**config.mk**
```make
export PLATFORM = sky130hd
export DESIGN_NAME = ldma_chain_dma
export DESIGN_NICKNAME = d
export VERILOG_FILES = /design/src/rtl/ldma_pkg.sv /design/src/rtl/ldma_step.sv /design/src/rtl/ldma_regs.sv /design/src/rtl/ldma_engine.sv /design/src/rtl/ldma_chain_dma.sv
export SDC_FILE = /design/constraint.sdc
export NUM_CORES = 1
export LEC_CHECK = 0
export BUFFER_PORTS_ARGS = -buffer_cell sky130_fd_sc_hd__buf_2
export CAP_MARGIN = 40
export CORE_MARGIN = 5
export CORE_UTILIZATION = 35
export CTS_CLUSTER_DIAMETER = 200
export DETAILED_ROUTE_END_ITERATION = 7
export GPL_TIMING_DRIVEN = 0
export PLACE_DENSITY = 0.66
export SKIP_CTS_REPAIR_TIMING = 1
export SLEW_MARGIN = 10
export SYNTH_ARGS = -nofsm -noshare
export SYNTH_HDL_FRONTEND = slang
export SYNTH_SLANG_ARGS = --single-unit
```
**constraint.sdc**
```tcl
create_clock -name clk -period 3.1 [get_ports clk]
set_input_delay 0.62 -clock clk [delete_from_list [all_inputs] [get_ports clk]]
set_output_delay 0.62 -clock clk [all_outputs]
set_load 0.01 [all_outputs]
```
**src/rtl/ldma_pkg.sv**
```systemverilog
package ldma_pkg;
  typedef enum logic [2:0] {
    ST_IDLE,
    ST_FETCH,
    ST_RD,
    ST_WR,
    ST_BLK
  } ldma_state_e;

  localparam int DESC_WORDS = 5;
  localparam int CTL_IE     = 0;
  localparam int CTL_DW_LSB = 1;
  localparam int CTL_SW_LSB = 4;
  localparam int CTL_DM_LSB = 7;
  localparam int CTL_SM_LSB = 9;
  localparam int CTL_LINK_D = 27;
  localparam int CTL_LINK_S = 28;

  localparam logic [1:0] REG_CTRL = 2'd0;
  localparam logic [1:0] REG_HEAD = 2'd1;
  localparam logic [1:0] REG_STAT = 2'd2;
  localparam logic [1:0] REG_BUSY = 2'd3;
endpackage

```
**src/rtl/ldma_step.sv**
```systemverilog
module ldma_step #(
  parameter int AW = 32
) (
  input  logic [AW-1:0] addr,
  input  logic [2:0]    width,
  input  logic [1:0]    mode,
  output logic [AW-1:0] nxt
);
  logic [AW-1:0] step;

  always_comb begin
    if (width == 3'd0)      step = AW'(1);
    else if (width == 3'd1) step = AW'(2);
    else                    step = AW'(4);
    case (mode)
      2'd0:    nxt = addr + step;
      2'd1:    nxt = addr - step;
      default: nxt = addr;
    endcase
  end
endmodule

```
**src/rtl/ldma_regs.sv**
```systemverilog
module ldma_regs
  import ldma_pkg::*;
#(
  parameter int AW = 32
) (
  input  logic          clk,
  input  logic          rst_n,
  input  logic          reg_we,
  input  logic [1:0]    reg_addr,
  input  logic [31:0]   reg_wdata,
  output logic [31:0]   reg_rdata,
  input  logic          blk_set,
  input  logic          done_set,
  input  logic          busy,
  output logic          en,
  output logic [AW-1:0] head
);
  logic          en_n, blk_f, blk_f_n, done_f, done_f_n;
  logic [AW-1:0] head_n;
  logic          wr_ctrl, wr_head, wr_stat;

  assign wr_ctrl = reg_we && (reg_addr == REG_CTRL);
  assign wr_head = reg_we && (reg_addr == REG_HEAD);
  assign wr_stat = reg_we && (reg_addr == REG_STAT);

  always_comb begin
    en_n     = en;
    head_n   = head;
    if (wr_ctrl)       en_n = reg_wdata[0];
    else if (done_set) en_n = 1'b0;
    if (wr_head)       head_n = reg_wdata[AW-1:0];
    // a hardware set overrides a same-cycle software clear
    blk_f_n  = blk_set  | (blk_f  & ~(wr_stat & reg_wdata[0]));
    done_f_n = done_set | (done_f & ~(wr_stat & reg_wdata[1]));
  end

  always_ff @(posedge clk or negedge rst_n) begin
    if (!rst_n) begin
      en     <= 1'b0;
      head   <= '0;
      blk_f  <= 1'b0;
      done_f <= 1'b0;
    end else begin
      en     <= en_n;
      head   <= head_n;
      blk_f  <= blk_f_n;
      done_f <= done_f_n;
    end
  end

  always_comb begin
    case (reg_addr)
      REG_CTRL: reg_rdata = {31'd0, en};
      REG_HEAD: reg_rdata = 32'(head);
      REG_STAT: reg_rdata = {30'd0, done_f, blk_f};
      default:  reg_rdata = {31'd0, busy};
    endcase
  end
endmodule

```
**src/rtl/ldma_engine.sv**
```systemverilog
module ldma_engine
  import ldma_pkg::*;
#(
  parameter int AW    = 32,
  parameter int LEN_W = 16
) (
  input  logic          clk,
  input  logic          rst_n,
  input  logic          en,
  input  logic [AW-1:0] head,
  output logic          mem_req,
  output logic          mem_we,
  output logic [AW-1:0] mem_addr,
  output logic [1:0]    mem_size,
  output logic [31:0]   mem_wdata,
  input  logic          mem_ack,
  input  logic [31:0]   mem_rdata,
  output logic          blk_set,
  output logic          done_set,
  output logic          busy
);
  localparam int WIDX_W = $clog2(DESC_WORDS);
  localparam logic [WIDX_W-1:0] WIDX_LAST = WIDX_W'(DESC_WORDS - 1);

  ldma_state_e       st, st_n;
  logic [WIDX_W-1:0] widx, widx_n;
  logic [AW-1:0]     dptr, dptr_n, sar, sar_n, dar, dar_n, llp, llp_n;
  logic [31:0]       ctl, ctl_n, dat, dat_n;
  logic [LEN_W-1:0]  rem, rem_n;
  logic              link;

  logic [AW-1:0] cur_a [2];
  logic [AW-1:0] nxt_a [2];
  logic [2:0]    w_a   [2];
  logic [1:0]    m_a   [2];

  always_comb begin
    cur_a[0] = sar;
    cur_a[1] = dar;
    w_a[0]   = ctl[CTL_SW_LSB +: 3];
    w_a[1]   = ctl[CTL_DW_LSB +: 3];
    m_a[0]   = ctl[CTL_SM_LSB +: 2];
    m_a[1]   = ctl[CTL_DM_LSB +: 2];
  end

  // index 0 steps the source address, index 1 the destination address
  for (genvar g = 0; g < 2; g++) begin : g_step
    ldma_step #(.AW(AW)) u_step (
      .addr  (cur_a[g]),
      .width (w_a[g]),
      .mode  (m_a[g]),
      .nxt   (nxt_a[g])
    );
  end

  assign link = (ctl[CTL_LINK_D] | ctl[CTL_LINK_S]) && (llp != '0);
  assign busy = (st != ST_IDLE);

  always_comb begin
    st_n      = st;
    widx_n    = widx;
    dptr_n    = dptr;
    sar_n     = sar;
    dar_n     = dar;
    llp_n     = llp;
    ctl_n     = ctl;
    rem_n     = rem;
    dat_n     = dat;
    mem_req   = 1'b0;
    mem_we    = 1'b0;
    mem_addr  = '0;
    mem_size  = 2'd2;
    mem_wdata = dat;
    blk_set   = 1'b0;
    done_set  = 1'b0;
    case (st)
      ST_IDLE: begin
        if (en) begin
          st_n   = ST_FETCH;
          dptr_n = head;
          widx_n = '0;
        end
      end
      ST_FETCH: begin
        mem_req  = 1'b1;
        mem_addr = dptr + AW'({widx, 2'b00});
        if (mem_ack) begin
          case (widx)
            WIDX_W'(0): sar_n = mem_rdata[AW-1:0];
            WIDX_W'(1): dar_n = mem_rdata[AW-1:0];
            WIDX_W'(2): llp_n = mem_rdata[AW-1:0];
            WIDX_W'(3): ctl_n = mem_rdata;
            default:    rem_n = mem_rdata[LEN_W-1:0];
          endcase
          if (!en)                    st_n = ST_IDLE;
          else if (widx == WIDX_LAST) st_n = (mem_rdata[LEN_W-1:0] == '0) ? ST_BLK : ST_RD;
          else                        widx_n = widx + 1'b1;
        end
      end
      ST_RD: begin
        mem_req  = 1'b1;
        mem_addr = sar;
        mem_size = ctl[CTL_SW_LSB +: 2];
        if (mem_ack) begin
          dat_n = mem_rdata;
          st_n  = ST_WR;
        end
      end
      ST_WR: begin
        mem_req  = 1'b1;
        mem_we   = 1'b1;
        mem_addr = dar;
        mem_size = ctl[CTL_DW_LSB +: 2];
        if (mem_ack) begin
          sar_n = nxt_a[0];
          dar_n = nxt_a[1];
          rem_n = rem - 1'b1;
          if (!en)                       st_n = ST_IDLE;
          else if (rem == LEN_W'(1))     st_n = ST_BLK;
          else                           st_n = ST_RD;
        end
      end
      ST_BLK: begin
        if (!en) begin
          st_n = ST_IDLE;
        end else begin
          blk_set = ctl[CTL_IE];
          if (link) begin
            st_n   = ST_FETCH;
            dptr_n = llp;
            widx_n = '0;
          end else begin
            done_set = 1'b1;
            st_n     = ST_IDLE;
          end
        end
      end
      default: st_n = ST_IDLE;
    endcase
  end

  always_ff @(posedge clk or negedge rst_n) begin
    if (!rst_n) begin
      st   <= ST_IDLE;
      widx <= '0;
      dptr <= '0;
      sar  <= '0;
      dar  <= '0;
      llp  <= '0;
      ctl  <= '0;
      rem  <= '0;
      dat  <= '0;
    end else begin
      st   <= st_n;
      widx <= widx_n;
      dptr <= dptr_n;
      sar  <= sar_n;
      dar  <= dar_n;
      llp  <= llp_n;
      ctl  <= ctl_n;
      rem  <= rem_n;
      dat  <= dat_n;
    end
  end
endmodule

```
**src/rtl/ldma_chain_dma.sv**
```systemverilog
module ldma_chain_dma #(
  parameter int AW    = 32,
  parameter int LEN_W = 16
) (
  input  logic          clk,
  input  logic          rst_n,
  input  logic          reg_we,
  input  logic [1:0]    reg_addr,
  input  logic [31:0]   reg_wdata,
  output logic [31:0]   reg_rdata,
  output logic          mem_req,
  output logic          mem_we,
  output logic [AW-1:0] mem_addr,
  output logic [1:0]    mem_size,
  output logic [31:0]   mem_wdata,
  input  logic          mem_ack,
  input  logic [31:0]   mem_rdata,
  output logic          irq_block,
  output logic          irq_done,
  output logic          busy
);
  logic          en;
  logic [AW-1:0] head;

  ldma_regs #(.AW(AW)) u_regs (
    .clk       (clk),
    .rst_n     (rst_n),
    .reg_we    (reg_we),
    .reg_addr  (reg_addr),
    .reg_wdata (reg_wdata),
    .reg_rdata (reg_rdata),
    .blk_set   (irq_block),
    .done_set  (irq_done),
    .busy      (busy),
    .en        (en),
    .head      (head)
  );

  ldma_engine #(.AW(AW), .LEN_W(LEN_W)) u_engine (
    .clk       (clk),
    .rst_n     (rst_n),
    .en        (en),
    .head      (head),
    .mem_req   (mem_req),
    .mem_we    (mem_we),
    .mem_addr  (mem_addr),
    .mem_size  (mem_size),
    .mem_wdata (mem_wdata),
    .mem_ack   (mem_ack),
    .mem_rdata (mem_rdata),
    .blk_set   (irq_block),
    .done_set  (irq_done),
    .busy      (busy)
  );
endmodule

```
=== Word level (Yosys, flattened, before mapping) ===
Index checks and enable logic that the tools add are counted.

* Bits in registers: 246
* Input bits: 70
* Output and inout bits: 103
* Logic and storage cells: 140

* Add/subtract/negate cells: 7
* Equal/unequal tests: 29
* Multiplexer cells: 53
* Bitwise logic cells: 9
* Reduce and logical (&&, ||, !) cells: 29

{| class="wikitable"
|+ Operators by type and width
! kind !! number
|-
| $pmux 32 s2 || 5
|-
| $mux 32 || 9
|-
| $pmux 32 s3 || 2
|-
| $add 32x32->32 || 2
|-
| $sub 32x32->32 || 2
|-
| $mux 3 || 20
|-
| $mux 16 || 3
|-
| $add 32x5->32 || 1
|-
| $pmux 16 s2 || 1
|-
| $reduce_bool 32->1 || 1
|-
| $ne 2x2->1 const B || 10
|-
| $eq 16x1->1 const B || 1
|-
| $logic_not 16->1 || 1
|-
| $sub 16x1->16 const B || 1
|-
| $pmux 3 s5 || 1
|-
| $reduce_and 5->1 || 3
|-
| $eq 3x1->1 const B || 4
|-
| $eq 3x2->1 const B || 4
|-
| $logic_not 3->1 || 4
|-
| $mux 1 || 10
|-
| $pmux 3 s3 || 1
|-
| $reduce_and 4->1 || 2
|-
| $reduce_and 7->1 || 1
|-
| $eq 2x1->1 const B || 3
|-
| other kinds (18) || 35
|}

=== Longest topological paths before layout ===
Gate-level depths: netlist (run 1).

* Depth in word-level cells: 7
* Gate-level depth with buffers: 13
* Mapped depth without buffers: 13

=== Cells and area by module ===
From an unflattened synthesis (run 1), not the netlist that was laid out.

* Cell total of the unflattened synthesis: 1,729
* Area total of the unflattened synthesis: 15,752.6 sq um

{| class="wikitable"
|+ Modules (own cells, without submodules)
! module !! instances !! cells an instance !! area each (sq um) !! sequential area each (sq um)
|-
| ldma_engine || 1 || 981 || 9,820.7 || 4,879.7
|-
| ldma_step (u_engine.g_step[1].u_step) || 1 || 322 || 2,149.6 || 0.0
|-
| ldma_step (u_engine.g_step[0].u_step) || 1 || 311 || 2,074.5 || 0.0
|-
| ldma_regs || 1 || 115 || 1,707.9 || 875.8
|}

=== Worst setup path before layout (run 1) ===
OpenSTA, ideal clock, no wires.

* Kind: reg-to-reg
* From: register u_engine.ctl[8]
* To: register u_engine.dar[30]
* Library setup time: 0.104 ns
* Arrival: 3.302 ns
* Data required time: 2.996 ns
* Setup slack: -0.306 ns
* Cell stages (with the launch flop): 14
* Buffers on the path: 1
* Clock period less this slack: 3.406 ns
* Path through: dfrtp_1 -> nand2b_1 -> inv_1 -> ha_1 -> clkbuf_1 -> a21o_1 -> a21oi_1 -> o21ai_0 -> a21o_1 -> a2111oi_2 -> o21ba_2 -> o21ai_1 -> xnor2_1 -> a221oi_1

* Word-level cells in the longest chain between the ends: 4
* Elaborated cells on any way between the ends: 7
* Classes of those cells: eq/ne: 2; mux: 3; reduce/logical: 2

{| class="wikitable"
|+ RTL lines
! what !! line !! RTL
|-
| from (decl) || ldma_engine.sv:28 || <nowiki>logic [31:0] ctl, ctl_n, dat, dat_n;</nowiki>
|-
| from (signal assigned) || ldma_engine.sv:160 || <nowiki>ctl <= ctl_n;</nowiki>
|-
| $eq 2x1->1 or $logic_not 2->1 (tied branches) || ldma_step.sv:15 || <nowiki>case (mode)</nowiki>
|-
| $pmux 32 s2 || ldma_step.sv:15 ||
|-
| $mux 32 || ldma_engine.sv:114 || <nowiki>if (mem_ack) begin</nowiki>
|-
| $pmux 32 s2 || ldma_engine.sv:76 || <nowiki>case (st)</nowiki>
|-
| to (signal assigned) || ldma_engine.sv:158 || <nowiki>dar <= dar_n;</nowiki>
|-
| to (decl) || ldma_engine.sv:27 || <nowiki>logic [AW-1:0] dptr, dptr_n, sar, sar_n, dar, dar_n, llp, llp_n;</nowiki>
|}

Several ways; a longest one is shown, not always the timed one. The select of a mux whose other input is x is not followed.
A chain may end at the register's enable or synchronous reset.

=== Final worst setup path (run 1) ===
* From: register u_engine.widx[1]
* To: output port mem_addr[31]

* Word-level cells in the longest chain between the ends: 2

{| class="wikitable"
|+ RTL lines
! what !! line !! RTL
|-
| from (decl) || ldma_engine.sv:26 || <nowiki>logic [WIDX_W-1:0] widx, widx_n;</nowiki>
|-
| from (signal assigned) || ldma_engine.sv:155 || <nowiki>widx <= widx_n;</nowiki>
|-
| $add 32x5->32 || ldma_engine.sv:86 || <nowiki>mem_addr = dptr + AW'({widx, 2'b00});</nowiki>
|-
| $pmux 32 s3 || ldma_engine.sv:76 ||
|-
| to (decl) || ldma_chain_dma.sv:13 || <nowiki>output logic [AW-1:0] mem_addr,</nowiki>
|}

Every way passes these cells.

==> results of run 1 <==
==> final cells by class <==
class / count / area (um^2) / share of cell area, %
Buffer: 74 / 319 / 1.69
Clock buffer: 34 / 709 / 3.77
Clock inverter: 12 / 158 / 0.837
Inverter: 26 / 105 / 0.558
Multi-Input combinational cell: 1261 / 9490 / 50.4
Sequential cell: 230 / 5760 / 30.6
Tap cell: 539 / 674 / 3.58
Timing Repair Buffer: 251 / 1610 / 8.54
Timing Repair inverter: 2 / 15.0 / 0.0797
==> worst paths after layout <==
kind,depth (start not counted),slack [ns],endpoint
worst max-delay path,11,-0.42,mem_addr[31]
worst min-delay path,1,0.02,u_engine.mem_wdata[9]
worst max register to register,15,-0.25,u_engine.dar[29]
worst min register to register,1,0.48,u_regs.blk_f
max in group asynchronous,3,1.83,u_engine.mem_wdata[24]
min in group clk,2,0.30,u_regs.head[10]
==> metrics by stage <==
| step | total power [mW] | hold WS [ns] |
|---|---|---|
| 2_1_floorplan | 12.4 | 0.324 |
| 3_3_place_gp | 15.6 | 0.455 |
| 3_5_place_dp | 15.8 | 0.466 |
| 4_1_cts | 19.1 | 0.0359 |
| 5_1_grt | 22.3 | 0.0672 |
| 6_report | 21.0 | 0.0170 |
==> logic make-up (layout without fill, tap and decap cells) <==
| logic type | Yosys count | count (layout) | share of synthesized area, % |
|---|---|---|---|
| xor+xnor | 79 | 79 | 4.70 |
| flops | 230 | 230 | 39.1 |
| buf+inv | 106 | 399 | 2.75 |
| fa+ha+maj | 75 | 75 | 6.53 |
| simple gates | 491 | 491 | 15.6 |
| compound gates | 455 | 455 | 19.4 |
| mux | 161 | 161 | 12.0 |
==> Yosys cell counts, drive strengths merged (4+ instances only) <==
library cell  number
o21ai            118
o22ai              4
or3                5
xor2              31
and3              21
mux2i             51
and2              40
dfrtp            230
nand3             33
a21oi            163
o21a              13
nor2             150
clkbuf            64
nand2            143
nor4              16
buf               16
nor2b             20
inv               26
o31ai             12
a22oi             18
mux2             109
nand4             13
or2                6
nor3              28
o21bai             7
xnor2             48
a21o              40
nand2b             7
a211oi            10
a31oi             14
o221ai             8
o211ai             8
a2111oi            4
ha                72
==> state kept, by name (all words and copies together), names as in the netlist, 13 cells and up <==
register            count
u_engine.llp           32
u_engine.dptr          32
u_engine.mem_wdata     32
u_engine.sar           32
u_engine.rem           16
u_engine.dar           32
u_regs.head            32
u_engine.ctl           13
==> report_power, final <==
part	internal [mW]	leakage [nW]	switching, mW
Clock	1.87	0.410	1.33
Sequential	4.31	2.79	1.31
Combinational	5.19	5.18	6.96
==> layer usage <==
layer	GRT usage, %	vias to the layer above	wire length (um)
li1	-	6311	-
met1	26.9	6737	21400
met2	36.3	593	24900
met3	3.69	125	3820
met4	8.34	0	2300
met5	0	-	0
==> critical path, cell delays in order, from the launching register on <==
cell and delay (ns):
dfrtp_2 0.45, ha_4 0.28, a21o_1 0.15, a21oi_4 0.08, nor3_4 0.30, nand3_4 0.18
nor2_4 0.14, and2_4 0.18, nand3_2 0.08, xor2_1 0.16, o21ai_1 0.18, buf_2 0.17
==> reports/metrics.yaml, run 1 <==
antenna_left: 0
final_cell_area_um2: 18800
utilization_pct: 45.1
postSynthRegisterBits: 230
gp_congestion: 0.956
number_of_cells_after_detailed_placement: 2313
synth_edf_count: 0
post-route-drc-count: 0
drt_first_pass_iters: 6
hold_viol_final: 0
worst_slew_pin_slew_ns: 0.898
core-area_um2: 41800
dieHeight_um: 215
cts_htree_levels: 1
final.fill_count: 3872
grt_first_pass_wirelength_um: 78800
synth_fp_nets: 1742
globalRoute.totalOverflow: 0
timing.setup.tns_ns: -7.11
tritoncts_clock_tree: "yes"
synth_area_um2: 14700
layout.cells.most_common: "dfrtp_1"
yosysWarningCount: 0
critical_path_required_ns: 2.48
maxSlewViolCount: 0
cts.path.max_buffers: 3
avgViaCountPerCell: 5.67
grt_start_max_net_pins: 93
synth-main-ff-cell: "dfrtp_1"
hpwl_after_dpl_um: 39800
via_count: 13800
post_drt_wl_per_cell_um: 21.6
detailedRoute.firstIterationViolations: 1032
antenna_found_initial: 0
run_status: "complete, but fails checks"
critPathLaunchType: "register"
critical_path_class: "register to output port"
ioPinCount: 173
die_area_um2: 46300
tritoncts.num_buffers: 25
fp-row-count: 75
timing.final.crit_period_ns: 3.52
sequential_area_share_after_synthesis_pct: 39.1
die_width_um: 215
fmaxAchievable_ghz: 0.284
ys_types: 78
finish_stage_setup_viols: 39
post_synth_inst_count: 1597
port_buffers: 172
cp_max_fo: 5
drv_cap: 0
cts_sinks: 230
grt_setup_unrepaired: "true"
leakage_nw: 8.38
postSynthAreaPerCell_um2: 9.22
synth_top_area_share_pct: 39.1
timing.hold.worst.class: "input pin to asynchronous set/reset pin"
power.density_cell_area_nw_per_um2: 1110
cp_launch_point: "u_engine.widx[1]"
clock_insertion_delay_worst_skew_ns: 0.55
worst_ir_drop_on_vdd_mv: 0.556
layout.cells.most_common_list: "225 x dfrtp_1, 176 x buf_2, 148 x a21oi_1"
wirelength_um: 52500
number_of_global_route_vias_before_repair: 13500
slew_headroom_pct: 40.1
placed_cell_area_um2: 16600
timing.rr.start: "u_engine.ctl[8]"
pre_cts_ws_ns: -1.02
grt_util_all_layers_pct: 21.2
failed_checks: "setup timing"
final_cells: 2429
area_added_between_synthesis_and_finish_pct: 28.0
final.period_utilization_pct: 114
clock-skew-final_ns: 0.00971
setup_ws_ns: -0.421
critPathArrivalTime_ns: 2.90
initial_utilization_pct: 35.2
cp-end-kind: "output port"
drive_above_1_share_pct: 30.0
async_flop_share_pct: 100
synth_largest_area_cell: "dfrtp_1"
final_net_count: 2016
cts_root_buffer: "clkbuf_16"
antennaDiodeCount: 0
ys_top_cells_by_area: "dfrtp_1 39%, mux2_2 7.5%, ha_1 6.1%"
cts.clk_slew.worst_paths_ns: 0.06
(Power assumes the default switching activity.)
==> inputs of run 2 (changes only) <==
--- a/config.mk
+++ b/config.mk
@@ -7,7 +7,7 @@
 export LEC_CHECK = 0
 export BUFFER_PORTS_ARGS = -buffer_cell sky130_fd_sc_hd__buf_2
 export CAP_MARGIN = 40
-export CORE_MARGIN = 5
+export CORE_MARGIN = 3
 export CORE_UTILIZATION = 35
 export CTS_CLUSTER_DIAMETER = 200
 export DETAILED_ROUTE_END_ITERATION = 7
==> constraint.sdc (replaced) <==
create_clock -name clk -period 3.1 [get_ports clk]
set_input_delay 0 -clock clk [delete_from_list [all_inputs] [get_ports clk]]
set_output_delay 0 -clock clk [all_outputs]
set_load 0.01 [all_outputs]
==> reports/metrics.yaml, run 2 (same netlist as run 1, synthesis figures left out) <==
grt_util_all_layers_pct: 22.0  # +0.73 points
cts.clk_slew.worst_paths_ns: 0.06  # about the same
leakage_nw: 8.52  # +1.7%
seqPwrFrac_pct: 27.2  # +0.4 points
antenna_left: 0  # unchanged
drt_first_pass_iters: 6  # unchanged
antennaDiodeCount: 0  # unchanged
power.density_cell_area_nw_per_um2: 1080  # -3.2%
maxSlewViolCount: 0  # unchanged
intPower_mw: 11.2  # -1.2%
final.period_utilization_pct: 109  # -4.7 points
final.fill_count: 3780  # -2.4%
hpwl_after_dpl_um: 39000  # -1.9%
final_cells: 2469  # +1.6%
switching_pwr_mw: 9.38  # -2.3%
setup_ws_ns: -0.276  # +0.144 ns
clock-skew-final_ns: 0.0287  # +0.0190 ns
dieHeight_um: 211  # -1.9%
port_buffers: 172  # unchanged
drv_cap: 0  # unchanged
post-layout-total-power_mw: 20.6  # -1.7%
fmaxAchievable_ghz: 0.296  # +4.3%
cts_root_buffer: "clkbuf_16"
final_net_count: 2064  # +2.4%
pre_cts_ws_ns: -0.916  # +0.100 ns
finish_stage_setup_viols: 17  # -56%
utilization_pct: 46.4  # +1.3 points
hold_viol_final: 2  # +2
run_status: "complete, but fails checks"
number_of_global_route_vias_before_repair: 13400  # -0.49%
tritoncts_clock_tree: "yes"
antenna_found_initial: 0  # unchanged
initial_utilization_pct: 35.7  # +0.48 points
critical_path_class: "register to register"
grt_setup_unrepaired: "true"
layout.cells.most_common: "dfrtp_1"
post_drt_wl_per_cell_um: 21.3  # -1.4%
cts.path.max_buffers: 3  # unchanged
layout.cells.most_common_list: "227 x dfrtp_1, 179 x buf_2, 150 x a21oi_1"
critical_path_required_ns: 3.57  # +1.09 ns
post-route-drc-count: 0  # unchanged
grt_first_pass_wirelength_um: 76900  # -2.4%
gp_congestion: 0.946  # -1.0%
ioPinCount: 173  # unchanged
worst_ir_drop_on_vdd_mv: 0.608  # +9.2%
via_count: 13800  # +0.13%
detailedRoute.firstIterationViolations: 1053  # +2.0%
tritoncts.num_buffers: 25  # unchanged
die_width_um: 211  # -1.9%
die_area_um2: 44500  # -3.7%
placed_cell_area_um2: 16600  # about the same
cp_max_fo: 4  # -1
timing.final.crit_period_ns: 3.38  # -0.144 ns
critPathLaunchType: "register"
final_cell_area_um2: 19100  # +1.5%
cts_htree_levels: 1  # unchanged
power_frac_clock_pct: 15.7  # +0.5 points
grt_start_max_net_pins: 98  # +5.4%
slew_headroom_pct: 36.6  # -3.5 points
number_of_cells_after_detailed_placement: 2305  # -0.35%
worst_slew_pin_slew_ns: 0.946  # +0.0479 ns
critPathArrivalTime_ns: 3.85  # +0.95 ns
core-area_um2: 41200  # -1.3%
worst_hold_slack_ns: -0.00504  # -0.0220 ns
avgViaCountPerCell: 5.58  # -1.5%
drive_above_1_share_pct: 26.3  # -3.7 points
failed_checks: "hold timing, setup timing"
timing.hold.worst.class: "input pin to asynchronous set/reset pin"
cts_sinks: 230  # unchanged
fp-row-count: 74  # -1.3%
clock_insertion_delay_worst_skew_ns: 0.56  # about the same
power.switching_fraction_pct: 45.5  # -0.29 points
cp-end-kind: "register"
power_frac_comb_pct: 57.1  # -0.9 points
wirelength_um: 52600  # +0.21%
area_added_between_synthesis_and_finish_pct: 29.9
globalRoute.totalOverflow: 0  # unchanged
run 2: changes by cell type in the layout (fill, tap and decap cells not counted), sizes merged:
cell	change
buf	-25
dlygate4sd3	+71
clkinvlp	-5
bufinv	+1
clkinv	+3
clkbuf	+2
run 2: worst paths after layout:
check / start / to / slack [ns] / cells past startpoint
max: u_engine.ctl[2] / u_engine.dar[28] / -0.28 / 13
min: rst_n / u_engine.llp[1] / -0.005 / 2
max reg2reg: u_engine.ctl[2] / u_engine.dar[28] / -0.28 / 13
min reg2reg: u_engine.mem_wdata[31] / u_engine.mem_wdata[31] / 0.48 / 1
max in group asynchronous: rst_n / u_engine.dar[29] / 2.18 / 3
min in group clk: reg_wdata[16] / u_regs.head[16] / 0.22 / 3
run 2: layer usage:
layer / routed length (um) / track usage, % / up-vias
met1: 22200 / 28.6 / 6727
li1: - / - / 6411
met5: 0 / 0 / -
met2: 25100 / 36.9 / 526
met3: 3080 / 2.91 / 120
met4: 2250 / 9.47 / 0
run 2: critical path: stages (launching register included):
cell and delay [ns]:
dfrtp_2 0.43, nor3_2 0.21, ha_2 0.23, inv_2 0.04, fa_2 0.34, a21o_1 0.22, a211oi_2 0.26, a21boi_2 0.14
a211o_1 0.38, a21oi_4 0.21, nor2_1 0.08, o311ai_2 0.28, mux2_4 0.35, a21oi_2 0.13
run 2: power groups by stage:
| stage | Combinational (mW) | Clock [mW] | Sequential [mW] |
|---|---|---|---|
| floorplan | 7.17 | 0 | 5.26 |
| global placement | 10.1 | 0 | 5.48 |
| detailed placement | 10.2 | 0 | 5.55 |
| CTS | 10.3 | 3.26 | 5.51 |
| global route | 12.8 | 3.40 | 5.75 |
| finish | 11.8 | 3.24 | 5.61 |
run 2: through the flow:
stage | setup TNS, ns | hold slack (ns)
6_report | -2.04 | -0.00504
2_1_floorplan | -1.23 | -0.296
3_3_place_gp | -486.60 | 0.234
5_1_grt | -5.24 | 0.0385
3_5_place_dp | -22.19 | -0.0181
4_1_cts | -36.44 | -0.607
run 2: cell type report:
class / count / area [um^2] / area share [%]
clock buffer: 34 / 709 / 3.71
tap: 532 / 666 / 3.48
timing repair inverter: 2 / 15.0 / 0.0785
inverter: 26 / 105 / 0.550
buffer: 75 / 312 / 1.63
timing repair buffer: 298 / 2090 / 11.0
multi-input combinational: 1261 / 9290 / 48.6
clock inverter: 11 / 166 / 0.870
sequential: 230 / 5760 / 30.1
